$ cat src/rtl/tge_pkg.sv
// Shared helpers for the thermometer encoder.
// Assumes nothing beyond plain 1-bit logic values.
package tge_pkg;

    // 2-of-3 vote used by the bubble filter
    function automatic logic maj3(input logic a, input logic b, input logic c);
        return (a & b) | (a & c) | (b & c);
    endfunction

endpackage

$ cat src/rtl/tge_bubble_filter.sv
// Replaces each thermometer bit with the majority of itself and its raw
// neighbours. The virtual bit below index 0 is 1, the one above the top is 0.
// Assumes: isolated glitches only; wider bursts are passed through partly.
module tge_bubble_filter #(
    parameter int unsigned WIDTH = 63
) (
    input  logic [WIDTH-1:0] raw_i,
    output logic [WIDTH-1:0] clean_o
);
    import tge_pkg::*;

    for (genvar i = 0; i < WIDTH; i++) begin : g_bit
        logic below, above;
        // neighbour below, tied to 1 at the bottom end
        if (i == 0) begin : g_lo_edge
            assign below = 1'b1;
        end else begin : g_lo_mid
            assign below = raw_i[i-1];
        end
        // neighbour above, tied to 0 at the top end
        if (i == WIDTH - 1) begin : g_hi_edge
            assign above = 1'b0;
        end else begin : g_hi_mid
            assign above = raw_i[i+1];
        end
        // vote
        assign clean_o[i] = maj3(below, raw_i[i], above);
    end
endmodule

$ cat src/rtl/tge_gray_windows.sv
// Builds the reflected-binary Gray code from a thermometer word. Gray bit k
// is 1 for levels in windows [a, a + 2^(k+1)), where a = 2^k + m*2^(k+2).
// Each window is "level >= a AND NOT level >= b".
// Assumes: bit j of the word means "level >= j+1".
module tge_gray_windows #(
    parameter int unsigned BITS = 6,
    localparam int unsigned LEVELS = 1 << BITS,
    localparam int unsigned WIDTH  = LEVELS - 1
) (
    input  logic [WIDTH-1:0] clean_i,
    output logic [BITS-1:0]  gray_o
);
    // ext[j] = level >= j; ext[0] always true, ext[LEVELS] always false
    logic [LEVELS:0] ext;
    assign ext = {1'b0, clean_i, 1'b1};

    for (genvar k = 0; k < BITS; k++) begin : g_bit
        localparam int NWIN = (LEVELS >> (k + 2)) + 1;
        logic [NWIN-1:0] hit;
        for (genvar m = 0; m < NWIN; m++) begin : g_win
            localparam int LO     = (1 << k) + m * (1 << (k + 2));
            localparam int HI_RAW = LO + (1 << (k + 1));
            localparam int HI     = (HI_RAW > LEVELS) ? LEVELS : HI_RAW;
            if (LO < LEVELS) begin : g_on
                // one window term
                assign hit[m] = ext[LO] & ~ext[HI];
            end else begin : g_off
                assign hit[m] = 1'b0;
            end
        end
        // any window of this bit
        assign gray_o[k] = |hit;
    end
endmodule

$ cat src/rtl/tge_gray_to_bin.sv
// Ripple XOR chain from the MSB down: each binary bit is the binary bit
// above it XOR the Gray bit at its own position.
// Assumes: BITS >= 2.
module tge_gray_to_bin #(
    parameter int unsigned BITS = 6
) (
    input  logic [BITS-1:0] gray_i,
    output logic [BITS-1:0] bin_o
);
    // running XOR, MSB first
    always_comb begin
        logic acc;
        acc = gray_i[BITS-1];
        bin_o[BITS-1] = acc;
        for (int i = int'(BITS) - 2; i >= 0; i--) begin
            acc = acc ^ gray_i[i];
            bin_o[i] = acc;
        end
    end
endmodule

$ cat src/rtl/therm_gray_encoder.sv
// Top of the flash back-end encoder: majority bubble filter, Gray window
// logic, Gray-to-binary chain and a monotonicity flag on the raw word.
// REG_OUT selects registered outputs (strobe capture, synchronous
// active-low clear) or purely combinational outputs.
// Assumes: the raw word is held stable around the capturing edge.
module therm_gray_encoder #(
    parameter int unsigned BITS    = 6,
    parameter bit          REG_OUT = 1'b1,
    localparam int unsigned WIDTH  = (1 << BITS) - 1
) (
    input  logic             clk,
    input  logic             rst_n,
    input  logic             vld_in,
    input  logic [WIDTH-1:0] therm_in,
    output logic [BITS-1:0]  gray_out,
    output logic [BITS-1:0]  bin_out,
    output logic             bad_code
);
    logic [WIDTH-1:0] clean_c;
    logic [BITS-1:0]  gray_c;
    logic [BITS-1:0]  bin_c;
    logic             bad_c;

    tge_bubble_filter #(.WIDTH(WIDTH)) u_filt (
        .raw_i   (therm_in),
        .clean_o (clean_c)
    );

    tge_gray_windows #(.BITS(BITS)) u_gray (
        .clean_i (clean_c),
        .gray_o  (gray_c)
    );

    tge_gray_to_bin #(.BITS(BITS)) u_g2b (
        .gray_i (gray_c),
        .bin_o  (bin_c)
    );

    // flag any 1 sitting above a 0 in the raw word
    assign bad_c = |(therm_in[WIDTH-1:1] & ~therm_in[WIDTH-2:0]);

    // a monotonic raw word must leave the filter untouched
    assert_clean_passthru_R4: assert property (@(posedge clk) disable iff (!rst_n)
        !bad_c |-> (clean_c == therm_in));

    // window logic and XOR chain must agree on the Gray relation
    assert_gray_bin_rel_R3: assert property (@(posedge clk) disable iff (!rst_n)
        gray_c == (bin_c ^ (bin_c >> 1)));

    if (REG_OUT) begin : g_reg
        // capture on strobe, clear on reset
        always_ff @(posedge clk) begin
            if (!rst_n) begin
                gray_out <= '0;
                bin_out  <= '0;
                bad_code <= 1'b0;
            end else if (vld_in) begin
                gray_out <= gray_c;
                bin_out  <= bin_c;
                bad_code <= bad_c;
            end
        end

        assert_capture_R7: assert property (@(posedge clk) disable iff (!rst_n)
            vld_in |=> (bin_out == $past(bin_c)) && (bad_code == $past(bad_c)));

        assert_hold_R8: assert property (@(posedge clk) disable iff (!rst_n)
            !vld_in |=> $stable(bin_out) && $stable(gray_out) && $stable(bad_code));
    end else begin : g_comb
        assign gray_out = gray_c;
        assign bin_out  = bin_c;
        assign bad_code = bad_c;
    end
endmodule

$ cat config.mk
export PLATFORM = sky130hd
export DESIGN_NAME = therm_gray_encoder
export DESIGN_NICKNAME = d
export VERILOG_FILES = /design/src/rtl/tge_pkg.sv /design/src/rtl/tge_bubble_filter.sv /design/src/rtl/tge_gray_windows.sv /design/src/rtl/tge_gray_to_bin.sv /design/src/rtl/therm_gray_encoder.sv
export SDC_FILE = /design/constraint.sdc
export NUM_CORES = 1
export LEC_CHECK = 0
export BUFFER_PORTS_ARGS = -buffer_cell sky130_fd_sc_hd__buf_2
export CAP_MARGIN = 20
export CORE_ASPECT_RATIO = 1.4
export CORE_MARGIN = 2
export CORE_UTILIZATION = 49
export CTS_CLUSTER_DIAMETER = 60
export DETAILED_ROUTE_END_ITERATION = 8
export MAX_ROUTING_LAYER = met4
export PLACE_DENSITY = 0.9
export SLEW_MARGIN = 20
export SYNTH_ARGS = -nofsm -noshare
export SYNTH_HDL_FRONTEND = slang
export SYNTH_SLANG_ARGS = --single-unit
$ cat constraint.sdc
create_clock -name clk -period 2.9 [get_ports clk]
set_input_delay 0.725 -clock clk [delete_from_list [all_inputs] [get_ports clk]]
set_output_delay 0.725 -clock clk [all_outputs]
set_load 0.01 [all_outputs]
==> summary.md, run 1 <==
| Metric | Value |
|---|---|
| Register area share after synthesis | 12.5% |
| Max-Cap Viols | 0 |
| Power Density | 296 nW/um^2 |
| Dpl cells | about 430 |
| Clock skew | 0 ps |
| Final hold violations | 0 |
| Critical path class | input port to flip-flop |
| Leak pwr | ~1.2 nW |
| Worst endpoint required time | 3030 ps |
| Clk sinks | 12 |
| WL per Instance | between 15 and 20 microns |
| Share of synthesized flip-flops with an asynchronous set or reset | 0% |
| IO buf count | between 70 and 80 |
| CTS tree | done |
| CTS Buf Count | 3 |
| Fin nets | ~460 |
| Syn_area_per_cell | 6.64 sq um |
| Die X | 56.9 microns |
| RePlAce Congestion | 0.953 |
| Vias | 2705 |
| Critical path depth in cells | 8 |
| Slew @ Worst Pin | 844 ps |
| Row Count | 26 |
| Leading post-synthesis cells by instance count | 48 x a21oi_1, 35 x nor2_1, 23 x nand2_1, 23 x o21ai_0, 17 x nor2b_1 |
| Flop and latch count out of synthesis | 12 |
| Synth top area cells | a21oi_1 13%, dfxtp_1 13%, nor2_1 6.8% |
| Die H | 78.0 microns |
| Pre-CTS worst setup slack | -261 ps |
| Max Clock Freq | 0.362 GHz |
| Setup Viol. Count Final | 0 |
| Initial DRC Count | 155 |
| DP HPWL | 5990 microns |
| Slowest CP cell | or4b_1 |
| Number of global-route vias before repair | 2449 |
| Vias per cell | 6.28 |
| Worst Reg-to-Reg Cells | 2 |
| Layout area overhead | 34.8% |
| CP delay by family, top | compound AO/OA/AOI/OAI gates |
| Startpoint type of the worst setup path | input port |
| WP buf/inv | 1 |
| Initial Util | 51.7% |
| Max-slew violation count | 0 |
| Core outline area | 3710 sq um |
| Die Area | 4440 sq um |
| Worst-path clk slew | around 60 ps |
| Synthesized netlist cell count | 289 |
| CP Cell Sequence | buf_2 -> o21a_1 -> a2111oi_1 -> a31oi_1 -> xnor2_2 -> or4b_1 -> a31o_1 -> o311a_1 |
| Drt drc | 0 |
| Post-synth EDFFs | 0 |
| Share of layout cells above drive strength 1 | 29.8% |
| WP data arrival | 2890 ps |
| Top cell type's share of synthesized area | approximately an eighth |
| Total GRT Usage | 32.9% |
| RSZ-0062 raised after global routing | no |
| Synth area leader | a21oi_1 |
| CP Capture Type | flip-flop |
| Initial antenna violation count | 0 |
| Most used flip-flop cell after synthesis | dfxtp_1 |
| Minimum clock period | 2760 ps |
| Worst path max stage delay | around 500 ps |
| Synth cell types | 49 |
| Drt first pass iters | 4 |
| Hold_ws | 479 ps |
| Post-Layout Cell Count | 431 |
| GR Overflow Total | 0 |
| H-tree Lvls | 1 |
| Post-route ant nets | 0 |
| First-pass GRT wire length | ~11000 microns |
| Min-Delay Path Depth | 1 |
| Worst-path maximum fanout | 7 |
| Outcome | complete, no violations |
| Mapped Area | 1920 sq um |
| Antenna Cells | 0 |
| Final setup margin | 139 ps |
| Largest net degree at the start of global routing | 22 |
| Synth warnings | 0 |
| Ports | 79 |
| Syn_nets | around 360 |
| Skew-Pair Late Insertion Delay | 240 ps |
| Final WL | 7240 microns |
| Top-count cell post-synth | a21oi_1 |
| Worst vdd ir | about 0.53 mV |
| Clock root cell | clkbuf_8 |
| Max_slew headroom | 42.3% |
| Worst hold path type | flip-flop to flip-flop |
| CTS max path bufs | 2 |
| Final Util | 69.7% |
| Final worst path period share | between 90% and 100% |
==> layer usage <==
metal,track usage [%],vias to the layer above,routed length (microns)
met5,-,-,0
met1,34.4,1233,2710
met4,13.5,0,306
met2,59.8,121,3690
met3,5.93,24,538
li1,-,1327,-
==> report_power, final <==
part	internal, mW	leakage, nW	switching [mW]
logic	0.176	1.05	0.216
registers	0.182	0.0998	0.00930
clock network	0.120	0.0288	0.0636
total	0.477	1.18	0.289
==> final timing paths <==
path	startpoint	endpoint	slack, ps
hold / removal	bin_out[3]	bin_out[3]	480
hold reg to reg	bin_out[3]	bin_out[3]	480
setup / recovery	therm_in[24]	bin_out[0]	140
setup reg to reg	bin_out[0]	bin_out[0]	2050
==> per-stage QoR <==
stage	cell area, sq um	power [mW]	setup TNS (ps)
3_5_place_dp	2530	0.577	-372
3_3_place_gp	2530	0.568	-367
5_1_grt	2590	0.812	0
6_report	2590	0.766	0
2_1_floorplan	1920	0.382	0
4_1_cts	2590	0.764	0
==> cell families after synthesis <==
kind of cell | count (synthesis) | share of synthesized area [%]
compound gates | 124 | 43.1
xor+xnor | 3 | 1.76
buf+inv | 23 | 4.89
flops | 12 | 12.5
mux | 1 | 0.522
simple gates | 126 | 37.2
==> flip-flops by register name, indices dropped and copies added, names as in the netlist <==
signal    flops
bad_code      1
bin_out       5
gray_out      6
==> placed cells by master, fill, tap and decap left out, types with 2 or more instances in the layout <==
master and n:
buf_2 78, a21oi_1 48, nor2_1 35, buf_4 29, o21ai_0 23, nand2_1 23, nor2b_1 17, inv_1 12
dfxtp_1 12, nor4_1 11, o21a_1 10, a2111oi_0 9, nor4bb_1 9, o2111ai_1 8, nand3b_1 7, o211a_1 6
nand4_1 6, a21o_1 5, clkbuf_8 4, a31oi_1 2, or4_1 2, and4_1 2, nor3_1 2, nand2b_1 2
nor4b_1 2, xnor2_1 2
==> layout make-up <==
class	instances	area, sq um
multi-input combinational	254	1590
fill	344	1120
timing repair buffer	107	608
sequential	12	240
clock buffer	4	55.1
tap	42	52.6
inverter	12	45.0
==> repair_timing <==
item | in CTS | in global routing
buffers inserted | 0 | 0
endpoints found under the setup margin | 1 | 0
resized for setup | 1 | 0
hold buffers | 0 | 0
Note: power is estimated with default switching activity, not from simulation.
==> run 2: changes to the inputs <==
--- a/config.mk
+++ b/config.mk
@@ -14,6 +14,7 @@
 export DETAILED_ROUTE_END_ITERATION = 8
 export MAX_ROUTING_LAYER = met4
 export PLACE_DENSITY = 0.9
+export REMOVE_ABC_BUFFERS = 1
 export SLEW_MARGIN = 20
 export SYNTH_ARGS = -nofsm -noshare
 export SYNTH_HDL_FRONTEND = slang
==> run 2 against run 1 <==
Compared with the run above: clock-buffer cell count is the same; final area shrank 2.1%; flip-flop and latch count unchanged; wire length rose by 1.7%; non-clock buffer count fell by 7; global-route usage up 2.6 points; largest cell class unchanged; clock power barely moved; clock skew stayed put; register-to-register slack is essentially flat; maximum frequency rose by 1.6%; critical path type unchanged.
==> summary.md, run 2 (synthesis results as in run 1) <==
| Metric | Value |
|---|---|
| Number of setup buffers added after CTS | 0 (unchanged) |
| Critical path class | input port to flip-flop |
| Power Density | 299 nW/um^2 (+0.85%) |
| H-tree Lvls | 1 (unchanged) |
| Initial antenna violation count | 0 (unchanged) |
| Slowest CP cell | a2111oi_0 |
| Dpl cells | 420 (-1.6%) |
| GR Overflow Total | 0 (unchanged) |
| DP HPWL | 6070 microns (+1.3%) |
| Commonest non-fill, non-tap cell in the layout | buf_2 |
| Worst endpoint required time | 3030 ps (about the same) |
| Max-Cap Viols | 0 (unchanged) |
| Pre-CTS worst setup slack | -33.5 ps (+227 ps) |
| GRT busiest layer | met2 |
| CTS max path bufs | 2 (unchanged) |
| CP Capture Type | flip-flop |
| Share of layout cells above drive strength 1 | 28.5% (-1.3 points) |
| Drt first pass iters | 5 (+1) |
| M1 GR Usage | 41.1% (+6.7 points) |
| Max reg flops | 6 (unchanged) |
| Clk sinks | 12 (unchanged) |
| CTS Buf Count | 3 (unchanged) |
| Final hold violations | 0 (unchanged) |
| Final WL | 7370 microns (+1.7%) |
| Row Count | 26 (unchanged) |
| IO buf count | 78 (unchanged) |
| Max-slew violation count | 0 (unchanged) |
| RePlAce Congestion | 0.980 (+2.9%) |
| Post-Layout Cell Count | 424 (-1.6%) |
| Number of global-route vias before repair | 2564 (+4.7%) |
| Leak pwr | 1.15 nW (-2.8%) |
| Worst vdd ir | 0.482 mV (-9.2%) |
| WP data arrival | 2850 ps (-40 ps) |
| Final setup margin | 182 ps (+43.3 ps) |
| Startpoint type of the worst setup path | input port |
| Top Registers | gray_out: 6 flops, bin_out: 5 flops, bad_code: 1 flops |
| Drt drc | 0 (unchanged) |
| Setup Viol. Count Final | 0 (unchanged) |
| WP buf/inv | 1 (unchanged) |
| WL per Instance | 17.4 microns (+3.4%) |
| Minimum clock period | 2720 ps (-43.3 ps) |
| Die X | 56.9 microns (unchanged) |
| Layout area overhead | 32.0% |
| Worst hold path type | flip-flop to flip-flop |
| Vias per cell | 6.33 (+0.79%) |
| Initial DRC Count | 212 (+37%) |
| Met2 usage in global routing | 59.8% (unchanged) |
| Antenna Cells | 0 (unchanged) |
| Fin nets | 449 (-1.5%) |
| Worst-path maximum fanout | 6 (-1) |
| Max Clock Freq | 0.368 GHz (+1.6%) |
| Hold_ws | 479 ps (+0.625 ps) |
| Total GRT Usage | 35.4% (+2.6 points) |
| Post-route ant nets | 0 (unchanged) |
| Reg with most FFs | gray_out |
| Die Area | 4440 sq um (unchanged) |
| Largest net degree at the start of global routing | 22 (unchanged) |
| Outcome | complete, no violations |
| TNS Setup | 0 ps (unchanged) |
| Clock root cell | clkbuf_8 |
| Skew-Pair Late Insertion Delay | 240 ps (about the same) |
| Hold buffers post-CTS | 0 (unchanged) |
| Vias | 2682 (-0.85%) |
| Initial Util | 51.7% (unchanged) |
| CP Cell Sequence | buf_2 -> o21a_1 -> a2111oi_0 -> or4_1 -> nor2_1 -> or4b_1 -> a31o_1 -> o311a_1 |
| Worst-path clk slew | 50 ps (about the same) |
| Core outline area | 3710 sq um (unchanged) |
| Die H | 78.0 microns (unchanged) |
| Final worst path period share | 93.7% (-1.5 points) |
| GR Util met3 | 6.26% (+0.33 points) |
| CTS tree | done |
| RSZ-0062 raised after global routing | no |
| Resized cells post-CTS | 0 (-1) |
| First-pass GRT wire length | 12200 microns (+8.8%) |
| Ports | 79 (unchanged) |
| Slew @ Worst Pin | 808 ps (-36.3 ps) |
| CP delay by family, top | compound AO/OA/AOI/OAI gates |
| Clock skew | 0 ps (unchanged) |
| Tot Pwr | 757 uW (-1.2%) |
| Most frequent cells in the layout | 78 x buf_2, 48 x a21oi_1, 35 x nor2_1 |
| Filler cells | 336 (-2.3%) |
| Max_slew headroom | 44.8% (+2.5 points) |
| Worst path max stage delay | 640 ps (+140 ps) |
run 2: per-layer routing:
metal | routed length (microns) | vias to the layer above | share of wire, %
met5 | 0 | - | 0
met4 | 288 | 0 | 3.9
met3 | 472 | 28 | 6.4
met2 | 3710 | 115 | 50
met1 | 2900 | 1228 | 39
li1 | - | 1311 | -
run 2: metrics by stage:
step                      utilization (%)  area, sq um
after detailed placement             66.8         2480
after CTS                            68.3         2530
final                                68.3         2530
after floorplan                         -         1870
after global routing                 68.3         2530
after global placement               66.8         2480
run 2: worst paths after layout:
kind	slack, ps	start	endpoint	cells after the start
hold reg to reg	480	gray_out[2]	gray_out[2]	1
setup / recovery	180	therm_in[14]	bin_out[0]	8
setup reg to reg	2040	bin_out[0]	bin_out[0]	2
hold / removal	480	gray_out[2]	gray_out[2]	1
run 2: layout make-up:
| class | instances | area [sq um] | share of cell area, % |
|---|---|---|---|
| inverter | 12 | 45.0 | 1.78 |
| sequential | 12 | 240 | 9.49 |
| multi-input combinational | 254 | 1580 | 62.5 |
| timing repair buffer | 100 | 556 | 21.9 |
| clock buffer | 4 | 55.1 | 2.17 |
| tap | 42 | 52.6 | 2.08 |
run 2: where the power goes:
part	total, mW	switching, mW	internal (mW)
Combinational	0.384	0.216	0.168
Sequential	0.191	0.00866	0.182
Clock	0.182	0.0620	0.120
Total	0.757	0.287	0.470
==> run 3: changes to the inputs <==
--- a/config.mk
+++ b/config.mk
@@ -14,6 +14,7 @@
 export DETAILED_ROUTE_END_ITERATION = 8
 export MAX_ROUTING_LAYER = met4
 export PLACE_DENSITY = 0.9
+export RECOVER_POWER = 100
 export REMOVE_ABC_BUFFERS = 1
 export SLEW_MARGIN = 20
 export SYNTH_ARGS = -nofsm -noshare
==> run 3 against run 2 <==
Compared with the run above: global-route usage did not move; via count fell by 0.56%; wire length rose by 0.58%; sequential share of layout area rose by 0.080 points; first-iteration DRC count fell by 3.3%; final area fell by 0.84%; die area did not move; clock-buffer cell count did not move; utilization fell by 0.57 points; register-to-register slack got worse by 30 ps.
==> summary.md, run 3 (synthesis results as in run 1) <==
| Metric | Value |
|---|---|
| Worst-path clk slew | 60 ps (about the same) |
| Power Density | 302 nW/um^2 (+1.2%) |
| CTS Buf Count | 3 (unchanged) |
| GR Overflow Total | 0 (unchanged) |
| Clock skew | 0 ps (unchanged) |
| H-tree Lvls | 1 (unchanged) |
| Number of global-route vias before repair | 2564 (unchanged) |
| DP HPWL | 6070 microns (unchanged) |
| Final worst path period share | 93.0% (-0.70 points) |
| Combinational group share of total power | 50.0% (-0.8 points) |
| Startpoint type of the worst setup path | input port |
| Share of power burned in registers | 25.1% (about the same) |
| Core outline area | 3710 sq um (unchanged) |
| RePlAce Congestion | 0.980 (unchanged) |
| Slew @ Worst Pin | 845 ps (+37.2 ps) |
| Minimum clock period | 2700 ps (-20.4 ps) |
| Max reg flops | 6 (unchanged) |
| Largest net degree at the start of global routing | 22 (unchanged) |
| Worst R2R Start | bin_out[0] |
| Layout area overhead | 30.9% |
| Tot Pwr | 759 uW (+0.33%) |
| CTS max path bufs | 2 (unchanged) |
| Share of layout cells above drive strength 1 | 24.6% (-3.9 points) |
| Critical path class | input port to flip-flop |
| Min-Delay Path Depth | 1 (unchanged) |
| Net Sw Power | 295 uW (+2.7%) |
| WL per Instance | 17.5 microns (+0.58%) |
| Worst-path maximum fanout | 6 (unchanged) |
| Worst hold path type | flip-flop to flip-flop |
| Net Sw Frac | 38.8% (+0.91 points) |
| CTS tree | done |
| Resized cells post-CTS | 0 (unchanged) |
| Row Count | 26 (unchanged) |
| Post-route ant nets | 0 (unchanged) |
| Dpl cells | 420 (unchanged) |
| Reg with most FFs | gray_out |
| IO buf count | 78 (unchanged) |
| Total GRT Usage | 35.4% (unchanged) |
| Vias | 2667 (-0.56%) |
| Final WL | 7410 microns (+0.58%) |
| Initial DRC Count | 205 (-3.3%) |
| Outcome | complete, no violations |
| Antenna Cells | 0 (unchanged) |
| Max-slew violation count | 0 (unchanged) |
| Clock power share | 24.8% (+0.7 points) |
| Worst Reg-to-Reg Cells | 2 (unchanged) |
| Initial antenna violation count | 0 (unchanged) |
| Critical R2R Capture | bin_out[0] |
| Max_slew headroom | 43.7% (-1.1 points) |
| Most frequent cells in the layout | 64 x buf_2, 48 x a21oi_1, 35 x nor2_1 |
| R2r setup slk | 2010 ps (-30 ps) |
| Die Area | 4440 sq um (unchanged) |
| Clk sinks | 12 (unchanged) |
| Setup Viol. Count Final | 0 (unchanged) |
| Hold Path End | gray_out[2] |
| Worst endpoint required time | 3040 ps (about the same) |
| Die X | 56.9 microns (unchanged) |
| Max Clock Freq | 0.371 GHz (+0.76%) |
| Number of setup buffers added after CTS | 0 (unchanged) |
| Skew-Pair Late Insertion Delay | 250 ps (about the same) |
| Drt drc | 0 (unchanged) |
| Internal | 465 uW (-1.1%) |
| Top Registers | gray_out: 6 flops, bin_out: 5 flops, bad_code: 1 flops |
| RSZ-0062 raised after global routing | no |
| First-pass GRT wire length | 12200 microns (unchanged) |
| Hold buffers post-CTS | 0 (unchanged) |
| Hold path startpoint | gray_out[2] |
| Drt first pass iters | 4 (-1) |
| Post-Layout Cell Count | 424 (unchanged) |
| Final hold violations | 0 (unchanged) |
| Die H | 78.0 microns (unchanged) |
| Clock root cell | clkbuf_8 |
| Leak pwr | 1.09 nW (-4.8%) |
| Worst vdd ir | 0.494 mV (+2.4%) |
| Initial Util | 51.7% (unchanged) |
| Vias per cell | 6.29 (-0.56%) |
| Commonest non-fill, non-tap cell in the layout | buf_2 |
| Ports | 79 (unchanged) |
| Max-Cap Viols | 0 (unchanged) |
| WP data arrival | 2840 ps (about the same) |
| CP Capture Type | flip-flop |
| Fin nets | 449 (unchanged) |
run 3: changes by cell type in the layout (fill, tap and decap cells not counted), sizes merged:
cell    before  now
buf        100   84
clkbuf       4   20
run 3: power groups by stage:
stage	clock network, mW	registers (mW)	logic, mW
final	0.189	0.191	0.380
after global routing	0.195	0.193	0.419
after CTS	0.184	0.190	0.379
after detailed placement	0	0.193	0.377
after global placement	0	0.192	0.369
after floorplan	0	0.201	0.165
run 3: worst max path at each step:
| stage | cells past startpoint | startpoint | end | slack, ps |
|---|---|---|---|---|
| finish | 8 | therm_in[14] | bin_out[0] | 200 |
| global route | 8 | therm_in[24] | bin_out[0] | 20 |
| CTS | 9 | therm_in[38] | bin_out[0] | 210 |
| detailed placement | 8 | therm_in[24] | bin_out[0] | -30 |
| global placement | 8 | therm_in[14] | bin_out[0] | -6 |
| floorplan | 7 | therm_in[25] | bin_out[0] | 450 |
run 3: worst max-delay path, cell delays in order:
cell and delay (ps):
buf_2 140, o21a_1 180, a2111oi_0 630, or4_1 260, nor2_1 80, or4b_1 490
a31o_1 200, o311a_1 120
run 3: per-stage QoR:
step | setup TNS (ps) | cell area (sq um) | hold slack (ps) | setup slack (ps) | util [%]
detailed placement | -33.5 | 2480 | 469 | -33.5 | 66.8
global placement | -5.51 | 2480 | 460 | -5.51 | 66.8
CTS | 0 | 2530 | 483 | 208 | 68.3
finish | 0 | 2510 | 484 | 202 | 67.7
floorplan | 0 | 1870 | 519 | 449 | -
global route | 0 | 2510 | 511 | 21.1 | 67.7
run 3: final cells by class:
class                   count  area (sq um)
multi-input cells         254          1580
fillers                   347          1200
repair buffers            100           534
flip-flops and latches     12           240
clock buffers               4          55.1
well taps                  42          52.6
inverters                  12          45.0
run 3: metal layers:
| layer | GRT usage, % | share of wire, % | vias up |
|---|---|---|---|
| met3 | 6.26 | 6.1 | 28 |
| met5 | - | 0 | - |
| li1 | - | - | 1313 |
| met1 | 41.1 | 40 | 1219 |
| met4 | 14.7 | 3.9 | 0 |
| met2 | 59.8 | 51 | 107 |
